[config.mk]
export PLATFORM = sky130hd
export DESIGN_NAME = gpio_port
export DESIGN_NICKNAME = d
export VERILOG_FILES = /design/src/rtl/gpio_port_pkg.sv /design/src/rtl/gp_sync.sv /design/src/rtl/gp_regs.sv /design/src/rtl/gp_pad.sv /design/src/rtl/gp_rdmux.sv /design/src/rtl/gpio_port.sv
export SDC_FILE = /design/constraint.sdc
export NUM_CORES = 1
export LEC_CHECK = 0
export BUFFER_PORTS_ARGS = -buffer_cell sky130_fd_sc_hd__buf_2
export CAP_MARGIN = 20
export CELL_PAD_IN_SITES_DETAIL_PLACEMENT = 1
export CELL_PAD_IN_SITES_GLOBAL_PLACEMENT = 1
export CORE_MARGIN = 2
export CORE_UTILIZATION = 30
export CTS_BUF_LIST = sky130_fd_sc_hd__clkbuf_2
export CTS_CLUSTER_DIAMETER = 80
export CTS_CLUSTER_SIZE = 25
export DETAILED_ROUTE_END_ITERATION = 10
export PLACE_DENSITY_LB_ADDON = 0.1
export SETUP_SLACK_MARGIN = 0.2
export SYNTH_ARGS = -nofsm -noshare
export SYNTH_HDL_FRONTEND = slang
export SYNTH_SLANG_ARGS = --single-unit
[constraint.sdc]
create_clock -name clk_i -period 1.6 [get_ports clk_i]
set_clock_uncertainty 0.05 [all_clocks]
set_input_delay 0.16 -clock clk_i [delete_from_list [all_inputs] [get_ports clk_i]]
set_output_delay 0.16 -clock clk_i [all_outputs]
set_load 0.03 [all_outputs]
[src/rtl/gpio_port_pkg.sv]
package gpio_port_pkg;
  localparam int ADDR_W = 2;

  typedef enum logic [ADDR_W-1:0] {
    REG_DIR    = 2'd0,
    REG_OUTLAT = 2'd1,
    REG_PINS   = 2'd2,
    REG_CTRL   = 2'd3
  } gp_reg_e;
endpackage

[src/rtl/gp_sync.sv]
module gp_sync #(
  parameter int W      = 8,
  parameter int STAGES = 2
) (
  input  logic         clk_i,
  input  logic         rst_i,
  input  logic [W-1:0] d_i,
  output logic [W-1:0] q_o
);
  logic [W-1:0] stg [STAGES];

  always_ff @(posedge clk_i) begin
    if (rst_i) stg[0] <= '0;
    else       stg[0] <= d_i;
  end

  for (genvar s = 1; s < STAGES; s++) begin : g_stage
    always_ff @(posedge clk_i) begin
      if (rst_i) stg[s] <= '0;
      else       stg[s] <= stg[s-1];
    end
  end

  assign q_o = stg[STAGES-1];
endmodule

[src/rtl/gp_regs.sv]
module gp_regs
  import gpio_port_pkg::*;
#(
  parameter int W = 8
) (
  input  logic              clk_i,
  input  logic              rst_i,
  input  logic              we_i,
  input  logic              re_i,
  input  logic [ADDR_W-1:0] addr_i,
  input  logic [W-1:0]      wdata_i,
  output logic [W-1:0]      dir_o,
  output logic [W-1:0]      lat_o,
  output logic              pudis_o,
  output logic              touch_o
);
  logic hit_dir, hit_lat, hit_pins, hit_ctrl;

  always_comb begin
    hit_dir  = (addr_i == REG_DIR);
    hit_lat  = (addr_i == REG_OUTLAT);
    hit_pins = (addr_i == REG_PINS);
    hit_ctrl = (addr_i == REG_CTRL);
  end

  always_ff @(posedge clk_i) begin
    if (rst_i) begin
      dir_o   <= '1;
      lat_o   <= '0;
      pudis_o <= 1'b1;
      touch_o <= 1'b0;
    end else begin
      if (we_i && hit_dir)              dir_o   <= wdata_i;
      if (we_i && (hit_lat || hit_pins)) lat_o  <= wdata_i;
      if (we_i && hit_ctrl)             pudis_o <= wdata_i[0];
      touch_o <= (we_i || re_i) && hit_pins;
    end
  end

  AST_LATCH_LOAD: assert property (@(posedge clk_i) disable iff (rst_i)
    (we_i && (addr_i == REG_OUTLAT || addr_i == REG_PINS)) |=> (lat_o == $past(wdata_i)));
  AST_TOUCH_ON_PIN_ACCESS: assert property (@(posedge clk_i) disable iff (rst_i)
    ((we_i || re_i) && addr_i == REG_PINS) |=> touch_o);
  AST_TOUCH_QUIET: assert property (@(posedge clk_i) disable iff (rst_i)
    !((we_i || re_i) && addr_i == REG_PINS) |=> !touch_o);
endmodule

[src/rtl/gp_pad.sv]
module gp_pad #(
  parameter int W = 8
) (
  input  logic         clk_i,
  input  logic         rst_i,
  input  logic [W-1:0] dir_i,
  input  logic [W-1:0] lat_i,
  input  logic         pudis_i,
  output logic [W-1:0] oe_o,
  output logic [W-1:0] out_o,
  output logic [W-1:0] pu_o
);
  for (genvar i = 0; i < W; i++) begin : g_bit
    logic oe_b, out_b, pu_b;
    always_ff @(posedge clk_i) begin
      if (rst_i) begin
        oe_b  <= 1'b0;
        out_b <= 1'b0;
        pu_b  <= 1'b0;
      end else begin
        oe_b  <= ~dir_i[i];
        out_b <= lat_i[i] & ~dir_i[i];
        pu_b  <= dir_i[i] & ~pudis_i;
      end
    end
    assign oe_o[i]  = oe_b;
    assign out_o[i] = out_b;
    assign pu_o[i]  = pu_b;
  end
endmodule

[src/rtl/gp_rdmux.sv]
module gp_rdmux
  import gpio_port_pkg::*;
#(
  parameter int W = 8
) (
  input  logic              clk_i,
  input  logic              rst_i,
  input  logic              re_i,
  input  logic [ADDR_W-1:0] addr_i,
  input  logic [W-1:0]      dir_i,
  input  logic [W-1:0]      lat_i,
  input  logic [W-1:0]      pins_i,
  input  logic              pudis_i,
  output logic [W-1:0]      rdata_o
);
  logic [W-1:0] sel;

  always_comb begin
    unique case (addr_i)
      REG_DIR:    sel = dir_i;
      REG_OUTLAT: sel = lat_i;
      REG_PINS:   sel = pins_i;
      default:    sel = {{(W-1){1'b0}}, pudis_i};
    endcase
  end

  always_ff @(posedge clk_i) begin
    if (rst_i)     rdata_o <= '0;
    else if (re_i) rdata_o <= sel;
  end

  AST_RDATA_HOLD: assert property (@(posedge clk_i) disable iff (rst_i)
    !re_i |=> $stable(rdata_o));
endmodule

[src/rtl/gpio_port.sv]
module gpio_port
  import gpio_port_pkg::*;
#(
  parameter int W = 8
) (
  input  logic              clk_i,
  input  logic              rst_i,
  input  logic              bus_we_i,
  input  logic              bus_re_i,
  input  logic [ADDR_W-1:0] bus_addr_i,
  input  logic [W-1:0]      bus_wdata_i,
  output logic [W-1:0]      bus_rdata_o,
  input  logic [W-1:0]      pad_in_i,
  output logic [W-1:0]      pad_oe_o,
  output logic [W-1:0]      pad_out_o,
  output logic [W-1:0]      pad_pu_o,
  output logic              port_touch_o
);
  localparam int SYNC_STAGES = 2;

  logic [W-1:0] dir_q, lat_q, pins_s;
  logic         pudis_q;

  gp_sync #(.W(W), .STAGES(SYNC_STAGES)) u_sync (
    .clk_i(clk_i), .rst_i(rst_i), .d_i(pad_in_i), .q_o(pins_s)
  );

  gp_regs #(.W(W)) u_regs (
    .clk_i(clk_i), .rst_i(rst_i), .we_i(bus_we_i), .re_i(bus_re_i),
    .addr_i(bus_addr_i), .wdata_i(bus_wdata_i), .dir_o(dir_q),
    .lat_o(lat_q), .pudis_o(pudis_q), .touch_o(port_touch_o)
  );

  gp_pad #(.W(W)) u_pad (
    .clk_i(clk_i), .rst_i(rst_i), .dir_i(dir_q), .lat_i(lat_q),
    .pudis_i(pudis_q), .oe_o(pad_oe_o), .out_o(pad_out_o), .pu_o(pad_pu_o)
  );

  gp_rdmux #(.W(W)) u_rdmux (
    .clk_i(clk_i), .rst_i(rst_i), .re_i(bus_re_i), .addr_i(bus_addr_i),
    .dir_i(dir_q), .lat_i(lat_q), .pins_i(pins_s), .pudis_i(pudis_q),
    .rdata_o(bus_rdata_o)
  );

  AST_OE_FOLLOWS_DIR: assert property (@(posedge clk_i) disable iff (rst_i)
    1'b1 |=> (pad_oe_o == ~$past(dir_q)));
  AST_PU_NEVER_ON_OUTPUT: assert property (@(posedge clk_i) disable iff (rst_i)
    ((pad_oe_o & pad_pu_o) == '0));
  AST_NO_DRIVE_WHEN_INPUT: assert property (@(posedge clk_i) disable iff (rst_i)
    ((pad_out_o & ~pad_oe_o) == '0));
endmodule

==> metrics.txt, run 1 <==
CP arrival=1.74 ns; H-Tree Level Count=3; root buffer cell=clkbuf_2; share of the synthesized area in the top cell type=0.5626; final worst path period need=1.361 ns; relative slew slack=0.7707; number of register bits inferred by synthesis=66; ranking of synthesized cells by area=dfxtp_1 (56%), buf_4 (7.7%), nor2b_1 (4.5%), and2_1 (4.3%), ha_1 (3.2%); drt initial violations=between 60 and 70; nets=308; x dimension of the die=92.48 um; max_cap viols=0; final routed DRC violation total=0; critical-path maximum fanout=8; Mapped Cells=225; sum of overflow across all layers after global routing=0; run status=completed; Clk Latency, worst-skew pair=0.47 ns; cell type contributing the most total cell area after synthesis=dfxtp_1; combinational family with the most area after synthesis=simple AND/OR/NAND/NOR gates; post-synthesis cell type count=26; Tot GR Track Use=0.1313; floorplan row count=32; first-pass GRT wire length=approximately 8500 um; average vias per placed instance=4.306; Die H=92.48 um; number of fillers in the final layout=859; average wire per standard cell=13.04 um; kind of start point of the critical path=input port; setup-violating endpoint count in the final report=0; fraction of synthesized cell area in xor and xnor cells=0; number of clock sinks seen by CTS=66; synthesized net count=between 200 and 300; non-filler instance count after layout=slightly below 400; setup TNS=0 ns; post-synth design cell area=0.002349 mm2; Port-buffer cells=54; RD Place Congestion=0.7027; Final Hold Violating Endpoints=0; placed insts=351; standby leakage power=1.285 nW; Post-Synth Adder-Cell Area=0.03197; crit share post-route=0.8506; remaining number of nets flagged by the antenna check after routing=0; number of buffers created by CTS=9; Avg Inst Size Synth=between 10 and 15 um2; post-route standard cell area excluding fillers=0.002864 mm2; post-cts resize count=0; core area=between 0.007 and 0.008 mm2; kind of critical path=input port to flop; HPWL after detailed placement=3505 um; Pwr per Cell Area=1035 mW/mm2; DIE AREA=0.008552 mm2; count of pins over their slew limit=0; Max IR drop VDD=0.3654 mV; met3 track demand over resource in global routing=0.04312; required time of the critical path=between 1.5 and 2 ns; placed cell area=0.002565 mm2; sequential share of the synthesized area=0.5626; layout cell share with drive strength beyond 1=0.2641; post-synthesis mux area share=0; highest achievable clock rate=734.7 MHz; compound-gate portion of the synthesized area=0.1193; largest net degree at the start of global routing=22; RSZ-0062 raised after global routing=no; initial standard-cell utilization of the core=0.3071; detailed-router iteration count before antenna repair=4; clock-pin slew of the registers on the worst-case setup and hold paths=0.18 ns; area delta synth->final=21.95%; CTS tree=built; count of yosys warnings during synthesis=0; Antenna diodes=0; Setup Buffers After CTS=0; category of the worst setup path capture point=flop; I/O Pins=55; share of the core filled with cells in the final layout=0.3745; deepest clock path buffer count=2; met2 capacity usage during global routing=0.1843; initial antenna violation count=0; share of synthesized cell area in and, or, nand and nor gates=0.1700; via count of the first global-routing pass=1,612; slew at the pin closest to its max-slew limit=around 0.34 ns; grt peak-use layer=met2; class of the tightest hold or removal check=input port to flop; total design power=2.963 mW; vias post-DR=1,662; Global Route met1 Usage=0.1772; final WL=5033 um
synth_stat cells:
cell type and instances:
and3_1 8, dfxtp_1 66, a311o_1 1, a222oi_1 7
inv_1 9, nand2_2 1, buf_6 1, o32ai_1 7
nor2b_1 17, nor3b_1 1, buf_4 24, nand2b_1 1
a211o_1 8, a311oi_1 1, a21oi_1 8, nor2_1 10
o21ai_0 1, buf_2 5, clkbuf_1 6, and2_1 16
nand3_1 8, ha_1 6, a21boi_0 1, nand2_1 10
a22oi_1 1, nand3b_1 1
critical path: stages:
cell and delay [ns]:
buf_2 0.12, inv_1 0.08, ha_1 0.32, nand2_1 0.27, nand2_1 0.09, a21oi_1 0.14, dlygate4sd3_1 0.57
metal layers:
layer / vias up / wire, um
met5: - / 0
met4: 0 / 53
li1: 853 / -
met1: 767 / 2593
met3: 4 / 228
met2: 38 / 2157
sequential cells by signal, summed over array words and instances (netlist names):
register / cells
u_pad.g_bit.pu_b: 8
u_rdmux.rdata_o: 8
u_regs.dir_o: 8
u_regs.touch_o: 1
u_regs.pudis_o: 1
u_pad.g_bit.out_b: 8
u_regs.lat_o: 8
u_sync.stg: 16
u_pad.g_bit.oe_b: 8
final cells by class:
class	count	area (um2)	area share
clock buffer	11	55.05	0.01922
clock inverter	4	43.79	0.01529
inverter	9	33.78	0.01180
multi-input combinational	114	754.5	0.2634
sequential	66	1321	0.4613
tap	102	127.6	0.04456
timing repair buffer	80	528.0	0.1844
per-stage QoR:
stage,hold slack [ns],worst slack (ns)
global route,0.008903,0.2085
CTS,0.01072,0.2560
global placement,0.3181,0.2078
finish,0.05138,0.2390
floorplan,0.2382,0.3729
detailed placement,0.3253,0.1773
path summary, 6_finish.rpt:
check                          startpoint                            to  slack [ns]  depth (start not counted)
min reg2reg   u_sync.stg[0][4]$_SDFF_PP0_   u_sync.stg[1][4]$_SDFF_PP0_        0.41                          1
min                              bus_we_i  u_regs.lat_o[3]$_SDFFE_PP0P_        0.05                          3
max reg2reg  u_regs.lat_o[0]$_SDFFE_PP0P_  u_regs.lat_o[0]$_SDFFE_PP0P_        0.32                          3
max                         bus_addr_i[0]  u_regs.lat_o[0]$_SDFFE_PP0P_        0.24                          7
logic make-up after synthesis:
group | after synthesis
AND/OR/NAND/NOR | 73
adder cells (fa/ha/maj) | 6
buffers and inverters | 45
flip-flops | 66
AO/OA/AOI/OAI | 35
cell usage in the layout, fill, tap and decap left out, drive strengths merged, types with 3 or more instances in the layout:
cell type    instances
o32ai                7
ha                   6
and2                16
nand2               11
nor2                10
a222oi               7
and3                 8
nand3                8
dlygate4sd3         20
a21oi                8
buf                 60
dfxtp               66
inv                  9
a211o                8
clkinv               3
clkbuf              11
nor2b               17
where the power goes:
group / switching (mW) / internal [mW] / leakage [nW]
combinational: 0.172 / 0.142 / 0.676
clock: 0.545 / 0.357 / 0.0692
sequential: 0.0371 / 1.71 / 0.540
total: 0.754 / 2.21 / 1.28
what timing repair did:
item,in CTS,in global routing
hold buffers,20,0
setup endpoints to repair,0,0
hold endpoints to repair,35,0
Note: power is estimated with default switching activity, not from simulation.
==> run 2: changes to the inputs <==
--- a/config.mk
+++ b/config.mk
@@ -7,15 +7,12 @@
 export LEC_CHECK = 0
 export BUFFER_PORTS_ARGS = -buffer_cell sky130_fd_sc_hd__buf_2
 export CAP_MARGIN = 20
-export CELL_PAD_IN_SITES_DETAIL_PLACEMENT = 1
-export CELL_PAD_IN_SITES_GLOBAL_PLACEMENT = 1
 export CORE_MARGIN = 2
 export CORE_UTILIZATION = 30
 export CTS_BUF_LIST = sky130_fd_sc_hd__clkbuf_2
 export CTS_CLUSTER_DIAMETER = 80
 export CTS_CLUSTER_SIZE = 25
 export DETAILED_ROUTE_END_ITERATION = 10
-export PLACE_DENSITY_LB_ADDON = 0.1
 export SETUP_SLACK_MARGIN = 0.2
 export SYNTH_ARGS = -nofsm -noshare
 export SYNTH_HDL_FRONTEND = slang
==> run 2 against run 1 <==
  * Power shrank 0.15%
  * Final cell count is 0.52% lower
  * Worst setup slack improved by 0.070 ns
  * Sequential share of layout area rose by 0.43 points
  * Flip-flop and latch count unchanged
  * Routed wire length decreased by 7.8%
  * First-iteration DRC count is 17% higher
  * Global-route usage is 1.2 points lower
  * Register-to-register slack barely moved
  * Maximum frequency is 5.4% higher
  * Critical endpoint is now u_regs.lat_o[6]$_SDFFE_PP0P_
==> metrics.txt, run 2 (synthesis results as in run 1) <==
run status=completed; count of pins over their slew limit=0; vias post-DR=1,645; x dimension of the die=roughly 90 um; standby leakage power=between 1 and 1.5 nW; drt initial violations=77; placed insts=349; remaining number of nets flagged by the antenna check after routing=0; area delta synth->final=20.83%; clock-pin slew of the registers on the worst-case setup and hold paths=0.19 ns; Antenna diodes=0; final routed DRC violation total=0; Critical Path, Cell by Cell=nand2_1 -> a21oi_1 -> dlygate4sd3_1; deepest clock path buffer count=2; Pwr per Cell Area=1043 mW/mm2; Tot GR Track Use=0.1189; H-Tree Level Count=3; Final Hold Violating Endpoints=0; total area of sequential cells=0.001321 mm2; number of clock sinks seen by CTS=66; setup TNS=0 ns; worst path bufs/invs=1; RD Place Congestion=roughly 0.78; r2r setup slk=roughly 0.3 ns; class of the tightest hold or removal check=input port to flop; critical-path maximum fanout=3; slew at the pin closest to its max-slew limit=0.4013 ns; highest achievable clock rate=774.6 MHz; relative slew slack=0.7315; via count of the first global-routing pass=1,626; final worst path period need=approximately 1.3 ns; number of buffers created by CTS=9; required time of the critical path=about 2.0 ns; number of fillers in the final layout=781; worst hold margin=between 0.06 and 0.07 ns; layout cell share with drive strength beyond 1=0.2624; cell with the largest stage delay on the worst path=dlygate4sd3_1; register with the highest flop count=u_sync.stg; CP arrival=1.66 ns; root buffer cell=clkbuf_2; crit share post-route=0.8068; I/O Pins=55; average vias per placed instance=approximately 4.3; detailed-router iteration count before antenna repair=4; post-placement setup slack=0.1987 ns; final WL=approximately 4600 um; Die H=92.48 um; average wire per standard cell=about 12 um; sum of overflow across all layers after global routing=0; CTS tree=built; cell family contributing the most delay on the critical path=buffers and inverters; initial standard-cell utilization of the core=0.3071; Max IR drop VDD=0.3817 mV; setup-violating endpoint count in the final report=0; highest-count cells in the layout ignoring fill and taps=dfxtp_1 (66), buf_2 (54), dlygate4sd3_1 (19), nor2b_1 (17), and2_1 (16); Clk Latency, worst-skew pair=0.45 ns; least setup slack across all paths after layout=0.3091 ns; kind of start point of the critical path=flop; nets=305; DIE AREA=0.008552 mm2; floorplan row count=32; Setup Buffers After CTS=0; HPWL after detailed placement=3245 um; largest stage delay on the critical path=0.57 ns; number of flip-flops in the largest register=16; RSZ-0062 raised after global routing=no; total design power=2.959 mW; largest net degree at the start of global routing=26; leading cell type in the layout, fill and taps excluded=dfxtp_1; kind of critical path=flop to flop; category of the worst setup path capture point=flop; Multi-input gate area=between 700 and 800 um2; core area=0.007647 mm2; initial antenna violation count=0; non-filler instance count after layout=384; max_cap viols=0; first-pass GRT wire length=between 7000 and 8000 um; Port-buffer cells=54
[run 2: changes by cell type in the layout (fill, tap and decap cells not counted)]
cell           previous run  this run
dlygate4sd3_1            20        19
nand2_2                   1         2
buf_12                    1         0
nand2_1                  10         9
clkinvlp_4                0         2
clkinv_1                  1         2
buf_4                     5         4
clkbuf_2                 11        10
clkinv_2                  2         1
[run 2: tightest hold or removal path, cell delays in order]
cell     delay, ns
buf_2         0.21
nand3_1       0.13
a21oi_1       0.05
[run 2: through the flow]
stage / util / cell area, um2
finish: 0.3711 / 2838
global placement: 0.3318 / 2537
detailed placement: 0.3318 / 2537
floorplan: - / 2349
CTS: 0.3707 / 2835
global route: 0.3711 / 2838
[run 2: where the power goes]
part           total [mW]  leakage, nW  switching, mW  internal (mW)
clock               0.907       0.0630          0.553          0.355
sequential           1.75        0.540         0.0359           1.71
combinational       0.305        0.656          0.170          0.135
total                2.96         1.26          0.759           2.20
[run 2: worst paths after layout]
check | from | endpoint | cells after the start
worst max-delay path | u_regs.lat_o[6]$_SDFFE_PP0P_ | u_regs.lat_o[6]$_SDFFE_PP0P_ | 3
worst min register to register | u_sync.stg[0][6]$_SDFF_PP0_ | u_sync.stg[1][6]$_SDFF_PP0_ | 1
worst min-delay path | bus_we_i | u_regs.lat_o[0]$_SDFFE_PP0P_ | 3
worst max register to register | u_regs.lat_o[6]$_SDFFE_PP0P_ | u_regs.lat_o[6]$_SDFFE_PP0P_ | 3
[run 2: layout make-up]
cell class / count / area share
clock buffers: 10 / 0.01764
clock inverters: 6 / 0.02028
inverters: 9 / 0.01190
multi-input cells: 114 / 0.2668
flip-flops and latches: 66 / 0.4656
well taps: 102 / 0.04497
repair buffers: 77 / 0.1728
[run 2: routing by layer]
| metal | up-vias | part of all wire | GRT usage |
|---|---|---|---|
| li1 | 852 | - | - |
| met1 | 738 | 0.47 | 0.1464 |
| met2 | 49 | 0.44 | 0.1782 |
| met3 | 6 | 0.074 | 0.04557 |
| met4 | 0 | 0.011 | 0.06592 |
| met5 | - | 0 | 0 |
[run 2: what timing repair did]
action                                  in CTS  in global routing
endpoints found under the setup margin       0                  1
resized for setup                            0                  1
hold buffers                                19                  0
hold endpoints to repair                    36                  0
